--- src/rtl/spi_burst_loader.sv ---
module spi_burst_loader #(
  parameter int          ADDR_W      = 32,
  parameter int          DATA_BYTES  = 8,
  parameter int          MAX_PAYLOAD = 240,
  parameter logic [7:0]  CMD_BURST   = 8'h05,
  parameter int          SYNC        = 2
) (
  input  logic                    clk,
  input  logic                    rst_n,
  input  logic                    spi_sclk,
  input  logic                    spi_mosi,
  input  logic                    spi_cs_n,
  output logic                    mem_we,
  output logic [ADDR_W-1:0]       mem_addr,
  output logic [8*DATA_BYTES-1:0] mem_wdata,
  output logic                    frame_err
);
  localparam int DATA_W     = 8 * DATA_BYTES;
  localparam int ADDR_BYTES = ADDR_W / 8;
  localparam int HDR_W      = $clog2(ADDR_BYTES);
  localparam int GRP_W      = $clog2(DATA_BYTES);
  localparam int PAY_W      = $clog2(MAX_PAYLOAD + 1);

  typedef enum logic [2:0] {S_CMD, S_ADDR, S_DATA, S_TRAIL, S_SKIP} state_t;

  logic [SYNC:0]       sclk_q, mosi_q, cs_q;
  state_t              st;
  logic [2:0]          bit_cnt;
  logic [6:0]          shreg;
  logic [HDR_W-1:0]    hdr_cnt;
  logic [GRP_W-1:0]    grp_cnt;
  logic [PAY_W-1:0]    pay_cnt;
  logic [ADDR_W-1:0]   wr_addr;
  logic [DATA_W-1:0]   data_buf;

  wire sclk_rise = sclk_q[SYNC-1] & ~sclk_q[SYNC];
  wire cs_hi     = cs_q[SYNC-1];
  wire cs_rise   = cs_q[SYNC-1] & ~cs_q[SYNC];
  wire [7:0] rx_byte = {shreg, mosi_q[SYNC-1]};
  wire byte_done = sclk_rise && (bit_cnt == 3'd7);
  wire grp_last  = (grp_cnt == GRP_W'(DATA_BYTES - 1));

  always_ff @(posedge clk or negedge rst_n) begin
    if (!rst_n) begin
      sclk_q    <= '0;
      mosi_q    <= '0;
      cs_q      <= '1;
      st        <= S_CMD;
      bit_cnt   <= '0;
      shreg     <= '0;
      hdr_cnt   <= '0;
      grp_cnt   <= '0;
      pay_cnt   <= '0;
      wr_addr   <= '0;
      data_buf  <= '0;
      mem_we    <= 1'b0;
      mem_addr  <= '0;
      mem_wdata <= '0;
      frame_err <= 1'b0;
    end else begin
      sclk_q <= {sclk_q[SYNC-1:0], spi_sclk};
      mosi_q <= {mosi_q[SYNC-1:0], spi_mosi};
      cs_q   <= {cs_q[SYNC-1:0], spi_cs_n};
      mem_we <= 1'b0;
      if (cs_rise && st == S_DATA && grp_cnt > GRP_W'(1))
        frame_err <= 1'b1;
      if (cs_hi) begin
        st      <= S_CMD;
        bit_cnt <= '0;
        hdr_cnt <= '0;
        grp_cnt <= '0;
        pay_cnt <= '0;
      end else if (sclk_rise) begin
        bit_cnt <= bit_cnt + 3'd1;
        shreg   <= rx_byte[6:0];
        if (byte_done) begin
          case (st)
            S_CMD:  st <= (rx_byte == CMD_BURST) ? S_ADDR : S_SKIP;
            S_ADDR: begin
              wr_addr <= {wr_addr[ADDR_W-9:0], rx_byte};
              hdr_cnt <= hdr_cnt + HDR_W'(1);
              if (hdr_cnt == HDR_W'(ADDR_BYTES - 1)) st <= S_DATA;
            end
            S_DATA: begin
              pay_cnt <= pay_cnt + PAY_W'(1);
              if (pay_cnt == PAY_W'(MAX_PAYLOAD - 1)) st <= S_TRAIL;
              if (grp_last) begin
                mem_we    <= 1'b1;
                mem_addr  <= wr_addr;
                mem_wdata <= {data_buf[DATA_W-9:0], rx_byte};
                wr_addr   <= wr_addr + ADDR_W'(DATA_BYTES);
                grp_cnt   <= '0;
              end else begin
                data_buf <= {data_buf[DATA_W-9:0], rx_byte};
                grp_cnt  <= grp_cnt + GRP_W'(1);
              end
            end
            S_TRAIL: st <= S_SKIP;
            default: st <= S_SKIP;
          endcase
        end
      end
    end
  end
endmodule

--- config.mk ---
export PLATFORM = sky130hd
export DESIGN_NAME = spi_burst_loader
export DESIGN_NICKNAME = d
export VERILOG_FILES = /design/src/rtl/spi_burst_loader.sv
export SDC_FILE = /design/constraint.sdc
export NUM_CORES = 1
export LEC_CHECK = 0
export BUFFER_PORTS_ARGS = -buffer_cell sky130_fd_sc_hd__buf_2
export CAP_MARGIN = 5
export CORE_UTILIZATION = 30
export DETAILED_ROUTE_END_ITERATION = 8
export HOLD_SLACK_MARGIN = 0.06
export SYNTH_ARGS = -nofsm -noshare
export SYNTH_HDL_FRONTEND = slang
export SYNTH_SLANG_ARGS = --single-unit
--- constraint.sdc ---
create_clock -name clk -period 2.1 [get_ports clk]
set_clock_uncertainty 0.15 [all_clocks]
set_input_delay 0.315 -clock clk [delete_from_list [all_inputs] [get_ports clk]]
set_output_delay 0.315 -clock clk [all_outputs]
set_load 0.005 [all_outputs]
[Word-level counts from Yosys, hierarchy flattened]
Cells that the tools add are included.
Storage, ports and cells
  register bits after elaboration: 220
  input port bits: 5
  output and inout bits: 98
Operators by class
  $add $sub $neg: 5
  order comparisons: 1
  equal/unequal tests: 10
  multiplexer cells: 29
  bitwise logic cells: 6
  reduce and logical (&&, ||, !) cells: 16
Operator list (count)
  32-bit case mux with 2 select lines: 1
  3-bit two-way mux: 13
  32-bit by 4-bit adder with 32-bit output (second input constant): 1
  32-bit two-way mux: 1
  8-bit two-way mux: 4
  5-bit AND reduction: 3
  2-bit nonzero test: 5
  3-bit case mux with 3 select lines: 1
  8-bit by 1-bit adder with 8-bit output (second input constant): 1
  8-bit by 3-bit == test with 1-bit output (second input constant): 1
  8-bit == test (second input constant): 1
  2-bit two-way mux: 4
  3-bit by 1-bit adder with 3-bit output (second input constant): 2
  3-bit == test (second input constant): 2
  3-bit AND reduction: 2
  1-bit two-way mux: 5
  1-bit inverter: 4
  4-bit AND reduction: 1
  3-bit by 1-bit == test with 1-bit output (second input constant): 1
  3-bit by 2-bit == test with 1-bit output (second input constant): 1
  3-bit by 1-bit > comparator with 1-bit output (second input constant): 1
  1-bit logical AND: 3
  3-bit logical NOT: 1
  3-bit by 2-bit inequality test with 1-bit output (second input constant): 1
  other kinds (6): 7

[Longest topological paths before layout]
Gate-level depths: netlist of run 1.
  depth in word-level cells: 6
  gate-level depth with buffers: 9

[Worst setup path after synthesis of run 1]
No wires, ideal clock.
  path type: register to register
  start point: register grp_cnt[0]
  end point: register wr_addr[31]
  setup time: 0.069 ns
  arrival time: 2.060 ns
  data required time: 1.881 ns
  slack: -0.179 ns
  cell stages (with the launch flop): 8
  clock period less this slack: 2.279 ns
  path through: dfrtp_1 > ha_1 > ha_1 > nand3b_4 > a2111oi_4 > nand2_2 > or4b_1 > nand3_1
Between the ends
  word-level cells in the longest chain between the ends: 3
Ends and longest elaborated chain
  start, declared: line 31  | logic [GRP_W-1:0] grp_cnt;
  start signal, assigned: line 95  | grp_cnt <= grp_cnt + GRP_W'(1);
  3-bit == test: line 41  | wire grp_last = (grp_cnt == GRP_W'(DATA_BYTES - 1));
  2-bit inequality test (no line)
  5-bit AND reduction (no line)
  end signal, assigned: line 80  | wr_addr <= {wr_addr[ADDR_W-9:0], rx_byte};
  end signal, assigned: line 91  | wr_addr <= wr_addr + ADDR_W'(DATA_BYTES);
  end, declared: line 33  | logic [ADDR_W-1:0] wr_addr;
Every way passes these cells.
A chain may end at the register's enable or synchronous reset.

[Worst setup path after layout of run 1]
  start point: register grp_cnt[0]
  end point: register wr_addr[28]
Same word-level chain as after synthesis.

==> results by stage, run 1 <==
Synthesis:
- In this run, synthesis produced a sequential element count of 220.
- The biggest area contributor in the post-synthesis netlist is dfrtp_1.
- Summing the areas of all xor and xnor instances in the mapped netlist gives 0.760% of the synthesized area.
- The number of standard cells after synthesis is around 700.
- The fraction of synthesis flops using an asynchronous set or reset pin is 100%.
- After synthesis, the largest family of logic cells by area is multiplexers.
- The share of the Yosys chip area taken by registers is approximately 60%.
- The mean cell area of the mapped netlist is about 13 um^2.
- The number of nets in the synthesized netlist is between 700 and 800.
- The fraction of the mapped netlist area in adder cells is under 10%.
- Summing the areas of all compound-gate instances in the mapped netlist gives 7.30% of the synthesized area.
- The synthesized-area fraction occupied by and/or/nand/nor cells is under 10%.
- In this run the cell area of the synthesized design comes to 9220 um^2.
- The mux share of post-synthesis cell area is between 15 and 20%.
- In the post-synthesis netlist, the biggest area contributors are dfrtp_1 59%, mux2_2 18%, a21oi_1 1.6%.
- In the post-synthesis netlist, the cell with the most instances is dfrtp_1.
- The commonest cells after synthesis are 217 x dfrtp_1, 147 x mux2_2, 35 x nand2_1.
- Yosys mapped the design onto slightly above 60 distinct sky130hd cell types.
- For this run, the leading register cell type out of synthesis is dfrtp_1.
- The share of the synthesized area in the top cell type is between 50 and 60%.
- The count of flip-flops with a built-in enable after synthesis is 0.
- Yosys printed 0 warnings.

Floorplan:
- For this configuration, the core starts out at a cell density of between 30% and 40%.
- For this design the top-level I/O count stands at slightly above 100.
- The die covers roughly 31,000 um^2.
- The number of cell rows is 63.
- The overall die height is approximately 180 um.
- The total area inside the core boundary comes to 30,000 um^2.
- In this run the horizontal extent of the chip is roughly 180 um.

Power:
- Summing internal, switching and leakage power gives between 8000 and 9000 uW.
- The fraction of power consumed by combinational cells is about 2.9%.
- The clock power share is between 40% and 50%.
- For this design the static power due to leakage is around 0.0065 uW.
- The worst voltage drop across the vdd grid is between 0.5 and 0.6 mV.
- The share of power burned in registers is 49.6%.
- For this design the total switching power over the nets is 1990 uW.
- The total power divided by cell area is ~700 nW/um^2.
- The internal power consumption is approximately 7000 uW.
- Net switching is between 20 and 25% of the power.

Placement:
- After detailed placement, the total cell area comes to 10,800 um^2.
- The total instance count after detailed placement is approximately 1.2k.
- Summed over all nets, the half-perimeter wirelength after detailed placement is roughly 15 mm.
- The final estimated routing congestion in global placement is a little under 0.9.
- The number of buffers added on ports is about 100.

STA:
- Once routing completed, OpenROAD measured the worst setup slack at -112 ps.
- Static timing analysis puts the maximum clock frequency at 0.452 GHz.
- The final count of pins violating max slew is 0.
- Setup violations remaining at the end of the flow were counted as 53.
- Measured against its own limit, the worst slew margin works out to ~69%.
- The slew at the pin with the worst max-slew slack is ~470 ps.
- The final count of hold timing violations is 0.
- Of the available clock period, the critical path in the final layout requires 105%.
- Setup repair after global routing could not meet its margin everywhere.
- The final hold slack is about 160 ps.
- After layout, the minimum clock period comes to between 2000 and 2500 ps.

Setup path:
- The critical path ends at wr_addr[28].
- The arrival time at the worst endpoint is 2520 ps.
- The category of the critical setup timing path is flip-flop to flip-flop.
- STA puts the critical path data required time at between 2000 and 2500 ps.
- The cell occurring most often along the worst timing path is ha_4.
- Together, buffers and inverters on the worst path number 1.
- Along the worst path, the maximum fanout reaches 4.
- The startpoint type of the worst setup path is a flip-flop.
- The cell with the largest stage delay on the worst path is or4_4.
- The critical path runs through a total of 8 cells.
- For flop-to-flop paths, the worst setup slack is -110 ps.
- The count of cells along the worst register-to-register path is 8.
- The cell family contributing the most delay on the critical path is simple AND/OR/NAND/NOR gates.
- In this design, the stage delay of the slowest critical-path cell is 410 ps.
- The worst register-to-register path ends at wr_addr[28].
- Walking the worst path, the cells encountered are ha_4, ha_4, nand3b_4, a2111oi_4, nand2_2, buf_6, or4_4, nand3_2.
- The critical path starts at grp_cnt[0].
- The reg-to-reg critical path startpoint is grp_cnt[0].
- The worst setup path is captured at a flip-flop.

Clock network:
- The clock passes through at most 3 buffers.
- Clock-pin slew was measured on the worst setup and hold paths at around 60 ps.
- Clock tree synthesis selected as its root buffer the cell clkbuf_16.
- The clock network latency to the later pin of the worst-skew pair is between 500 and 600 ps.
- TritonCTS built the clock tree.
- TritonCTS created 25 clock buffers.
- In this run the number of H-tree levels came out at 1.
- The clock net sink count is 220.

Route:
- The first detailed-routing pass ran for 5 iterations.
- Detailed routing inserted a total of 6,448 vias.
- The number of DRC violations after detailed-routing iteration 0 is 341.
- The detailed-route wire length per cell is ~18 um.
- The number of DRC violations after detailed routing is 0.
- After detailed routing, the number of vias per cell comes to about 4.9.
- The total detailed-routing wirelength is between 20 and 25 mm.
- The final antenna-violating net count is 0.

Final layout:
- The area growth from synthesis to layout is 37.7%.
- The antenna diode instance count is 0.
- Measured on the finished design, the core utilization comes to a little over two fifths.
- The finished layout holds roughly 1.3k standard cells, fillers aside.
- The proportion of layout cells with a drive suffix above 1 is 49.5%.
- In the final design database the tool counted ~920 nets.
- The final design area excluding fillers is roughly 13,000 um^2.

Job:
- The tool flagged a number of max-cap violations equal to 0.

GRT:
- Global routing finished with a remaining overflow of 0.
- The combined global-route utilization of all metal layers is roughly 14%.
- The wire length of the first global-routing pass is between 30 and 40 mm.
- Entering global routing, the biggest net connects 56 pins.
- The initial antenna violation count was 0.
- The via count of the first global-routing pass is about 6.4k.

Hold path:
- The min-delay analysis places its worst path in the category input pin to async pin.

Run status:
- The flow ran to the end, but the final reports show violations.
- The checks that failed: setup timing.
==> worst min-delay path by stage <==
stage,startpoint,to
final,rst_n,mem_wdata[59]
after global routing,rst_n,mem_wdata[59]
after CTS,rst_n,mem_wdata[59]
after detailed placement,rst_n,mem_wdata[59]
after global placement,rst_n,mem_wdata[59]
after floorplan,rst_n,bit_cnt[0]
==> worst reg2reg max path, delay by kind of cell (launching register included) <==
kind	cells	cell delay (ps)
buf+inv	1	160
compound gates	1	380
flops	1	400
simple gates	4	750
fa+ha+maj	2	320
==> placed cells by master, fill, tap and decap left out, types with 5 or more instances in the layout <==
master,netlist,routed
mux2_2,147,75
nand4_1,15,15
buf_6,8,14
buf_4,2,70
mux2_4,0,83
nand2_1,35,33
nor2_1,33,31
inv_1,9,9
nor3_1,7,7
a21oi_1,30,19
buf_2,9,101
ha_1,9,5
a21oi_2,0,10
clkinv_2,0,6
xor2_1,5,5
dfrtp_1,217,217
clkbuf_16,0,34
nand3_1,20,19
a2bb2oi_1,8,5
and3_1,5,5
o21ai_0,22,17
o22ai_1,10,10
buf_12,0,15
==> layout make-up <==
class                   instances  area [um^2]
clock buffers                  31          678
inverters                       9         33.8
multi-input cells             428         3960
repair buffers                221         1920
well taps                     390          488
flip-flops and latches        220         5510
fillers                      2794        17300
clock inverters                 9          110
==> through the flow <==
| step | setup TNS [ps] | worst slack, ps |
|---|---|---|
| final | -1460 | -112 |
| after global routing | -9210 | -201 |
| after CTS | -928 | -65.7 |
| after detailed placement | -2880 | -202 |
| after global placement | -713 | -64.7 |
| after floorplan | -218 | -109 |
==> cell families after synthesis <==
kind of cell | count (synthesis)
AND/OR/NAND/NOR | 146
XOR/XNOR | 8
flip-flops | 220
buffers and inverters | 47
adder cells (fa/ha/maj) | 9
multiplexers | 162
AO/OA/AOI/OAI | 102
==> power by group through the flow <==
| stage | combinational, uW | clock, uW | sequential (uW) |
|---|---|---|---|
| final | 262 | 4240 | 4430 |
| after global routing | 299 | 4480 | 4440 |
| after CTS | 267 | 4350 | 4420 |
| after detailed placement | 257 | 0 | 4500 |
| after global placement | 253 | 0 | 4500 |
| after floorplan | 97.6 | 0 | 4440 |
==> metal layers <==
layer / part of all wire [%] / vias up / wire (um) / global-route usage [%]
met4: 1.8 / 0 / 421 / 3.99
li1: - / 2949 / - / -
met3: 5.4 / 36 / 1260 / 2.68
met2: 47 / 160 / 10900 / 21.8
met1: 46 / 3303 / 10800 / 20.1
met5: 0 / - / 0 / 0
==> flip-flops by register name (all words and copies together), names as in the netlist <==
| register | cells |
|---|---|
| frame_err | 1 |
| mem_wdata | 64 |
| hdr_cnt | 2 |
| mem_we | 1 |
| grp_cnt | 3 |
| st | 3 |
| bit_cnt | 3 |
| sclk_q | 3 |
| data_buf | 56 |
| mem_addr | 32 |
| mosi_q | 2 |
| cs_q | 3 |
| wr_addr | 32 |
| shreg | 7 |
| pay_cnt | 8 |
==> repair_timing <==
action | in CTS | in global routing
hold buffers | 4 | 0
hold endpoints to repair | 220 | 0
setup buffers | 14 | 17
setup endpoints to repair | 67 | 170
pin swaps | 4 | 9
resized for setup | 25 | 126
cloned | 4 | 10
Power figures use the tool's default switching activity.
==> inputs of run 2 (changes only) <==
==> constraint.sdc (replaced) <==
create_clock -name clk -period 2.1 [get_ports clk]
set_clock_uncertainty 0.15 [all_clocks]
set_input_delay 0.42 -clock clk [delete_from_list [all_inputs] [get_ports clk]]
set_output_delay 0.42 -clock clk [all_outputs]
set_load 0.005 [all_outputs]
==> run 2 against run 1 <==
The run still ends with setup timing left. Sequential share of layout area is 0.22 points higher. First-iteration DRC count is 17% lower. Utilization is 0.18 points lower. Cell area is 0.41% lower. Register-to-register slack worse by 30 ps. Maximum frequency is 1.2% lower. Sequential power hardly changed. Highest routed layer unchanged. Worst setup slack worse by 27 ps.
==> results by stage, run 2 (same netlist as run 1, synthesis figures left out) <==
Power:
- The clock power share is roughly half.
- The fraction of power spent switching nets is 22.6%.
- The worst voltage drop across the vdd grid is 0.632 mV.
- For this design the static power due to leakage is roughly 0.0065 uW.
- The internal power consumption is between 7000 and 8000 uW.
- Dividing total power by cell area gives a power density of slightly above 700 nW/um^2.
- The fraction of power consumed by combinational cells is between 2 and 2.5%.
- The net switching power figure is 2070 uW.
- The share of power burned in registers is slightly below 50%.

Hold path:
- The capture endpoint of the worst hold path is sclk_q[1].
- In this run the most critical hold path is launched from sclk_q[0].
- The class of the worst hold path is flip-flop to flip-flop.
- The worst hold path passes through 0 cells.

Setup path:
- The reg-to-reg critical path startpoint is bit_cnt[0].
- At the worst endpoint, the arrival time is around 2500 ps.
- The largest fanout on the critical path is 5.
- The category of the critical setup timing path is flip-flop to flip-flop.
- The worst endpoint required time is roughly 2400 ps.
- The worst register-to-register path ends at wr_addr[23].
- Measured in cells, the most critical reg-to-reg path has a length of 9.
- STA classifies the critical path startpoint as a flip-flop.
- The worst setup path is captured at a flip-flop.
- Across all register-to-register paths, the minimum setup slack is -140 ps.

Final layout:
- In the final layout, the registers with the most flip-flops are mem_wdata (64), data_buf (56).
- The final-layout fill cell count is between 2k and 3k.
- The antenna diode instance count is 0.
- The leading cell type in the layout, fill and taps excluded is dfrtp_1.
- In the final layout, the share of cells above drive strength 1 is about half.
- Ranked by flip-flop count, first place goes to mem_wdata.
- The share of the core filled with cells is between 40% and 50%.
- The register with the most flip-flops in the layout has 64 of them.
- The top cell types in the final layout, fill and taps aside, are 216 x dfrtp_1, 101 x buf_2, 90 x mux2_4.
- Compared with the post-synthesis result, the final layout area differs by 37.2%.
- The finished cells cover ~13,000 um^2.
- The final layout contains between 900 and 1k nets.

Placement:
- The area after detailed placement is around 11,000 um^2.
- Detailed placement ended at an HPWL of 14.6 mm.
- The final estimated routing congestion in global placement is about 0.85.
- Port buffering added 102 buffers.

STA:
- The fmax is 0.447 GHz.
- Summed over all failing endpoints, the final setup total negative slack is -4110 ps.
- Setup repair after global routing could not meet its margin everywhere.
- Subtracting the final worst setup slack from the clock period gives approximately 2200 ps.
- The final count of hold timing violations is 0.
- The final count of pins violating max slew is 0.
- The slew at the pin with the worst max-slew slack is 577 ps.
- The worst slew slack as a fraction of its limit is 61.5%.
- Setup slack on the critical path of the routed design comes to -139 ps.
- The final-report setup violation count is 81.
- The post-route fraction of the period consumed by the critical path is 107%.

Route:
- The routed layout has ~6.5k vias.
- In the final routed layout, each cell accounts on average for roughly 18 um.
- The final antenna-violating net count is 0.
- The number of DRC violations after detailed routing is 0.
- The ratio of routed vias to standard cells is 4.93.
- The total detailed-routing wirelength is between 20 and 25 mm.
- In this run, the number of DRC markers left after iteration 0 of detailed routing was approximately 280.
- Before antenna repair, the detailed router went through 5 iterations.

Clock network:
- Clock latency on the worst-skew pair, taken at its later pin, is 530 ps.
- The clock net sink count is 220.
- The CTS tree is done.
- Clock tree synthesis selected as its root buffer the cell clkbuf_16.
- The buffer depth of the longest clock path is 3.
- The clock input transition at the sequential cells of the worst setup and hold paths is ~60 ps.
- The total CTS buffers is 25.
- In this run the number of H-tree levels came out at 1.

Floorplan:
- The die is 177 um tall.
- a little over 100 I/O pins were placed.
- After floorplanning, the core was sized to cover about 30,000 um^2.
- The floorplan has 63 rows.
- The x dimension of the die is roughly 180 um.
- The starting density of the core is 30.8%.
- The area of the die is between 30,000 and 40,000 um^2.

GRT:
- The first global-routing pass estimated about 35 mm of wire.
- The initial antenna violation count is 0.
- The combined global-route utilization of all metal layers is approximately 14%.
- Entering global routing, the biggest net connects about 100 pins.
- The total overflow left after global routing is 0.
- The via count of the first global-routing pass came to roughly 6.5k.

Job:
- Max-cap violations in this run came to 0.

Run status:
- The flow ran to the end, but the final reports show violations.
- The final reports fail on setup timing.
## run 2: cell types whose count changed in the layout (fill, tap and decap cells not counted), sizes merged
cell / previous run / this run
clkinv: 6 / 3
clkbuf: 40 / 46
clkinvlp: 0 / 3
inv: 10 / 11
buf: 208 / 202
## run 2: area by class of cell
cell class / count / area, um^2 / area share [%]
sequential: 220 / 5510 / 43.6
clock buffer: 36 / 727 / 5.75
inverter: 9 / 33.8 / 0.267
clock inverter: 10 / 126 / 0.999
tap: 390 / 488 / 3.86
timing repair buffer: 216 / 1830 / 14.5
multi-input combinational: 428 / 3930 / 31.1
## run 2: power by group through the flow
| stage | clock, uW | combinational (uW) | sequential [uW] |
|---|---|---|---|
| 3_5_place_dp | 0 | 223 | 4530 |
| 5_1_grt | 4770 | 256 | 4460 |
| 3_3_place_gp | 0 | 219 | 4530 |
| 4_1_cts | 4610 | 229 | 4450 |
| 6_report | 4470 | 223 | 4450 |
| 2_1_floorplan | 0 | 97.6 | 4440 |
## run 2: layer usage
| metal | global-route usage (%) | up-vias | wire (um) |
|---|---|---|---|
| met5 | 0 | - | 0 |
| met4 | 3.85 | 0 | 386 |
| met3 | 2.51 | 30 | 1440 |
| met2 | 22.1 | 171 | 11300 |
| met1 | 19.8 | 3299 | 10700 |
| li1 | - | 2958 | - |
## run 2: critical path: stages (launching register included)
cell and delay (ps):
dfrtp_1 350, ha_2 190, ha_4 120, nand3b_1 100, buf_6 160, a2111o_2 530
buf_6 170, buf_6 100, a21oi_2 100, a2bb2oi_1 180
## run 2: timing repair
action,4_1_cts,5_1_grt
setup buffers,4,20
endpoints found under the setup margin,58,175
gates cloned,1,14
gates resized for setup,3,138
hold buffers,4,0
pin swaps,1,10
hold endpoints to repair,223,0
## run 2: worst max-delay path by stage
| stage | from | slack (ps) | end | depth (start not counted) |
|---|---|---|---|---|
| floorplan | bit_cnt[0] | -110 | wr_addr[31] | 7 |
| global placement | grp_cnt[0] | -70 | wr_addr[26] | 8 |
| detailed placement | grp_cnt[0] | -110 | wr_addr[26] | 8 |
| CTS | grp_cnt[0] | -90 | wr_addr[31] | 7 |
| global route | bit_cnt[0] | -200 | wr_addr[26] | 12 |
| finish | bit_cnt[0] | -140 | wr_addr[23] | 9 |
## run 2: metrics by stage
stage | setup WS, ps | power (uW) | hold slack [ps] | std cells
global route | -202 | 9490 | 202 | 1309
finish | -139 | 9140 | 197 | 1309
floorplan | -109 | 4540 | -25.6 | 694
detailed placement | -113 | 4750 | 187 | 1223
global placement | -72.1 | 4750 | 182 | 1223
CTS | -90.9 | 9290 | 200 | 1278
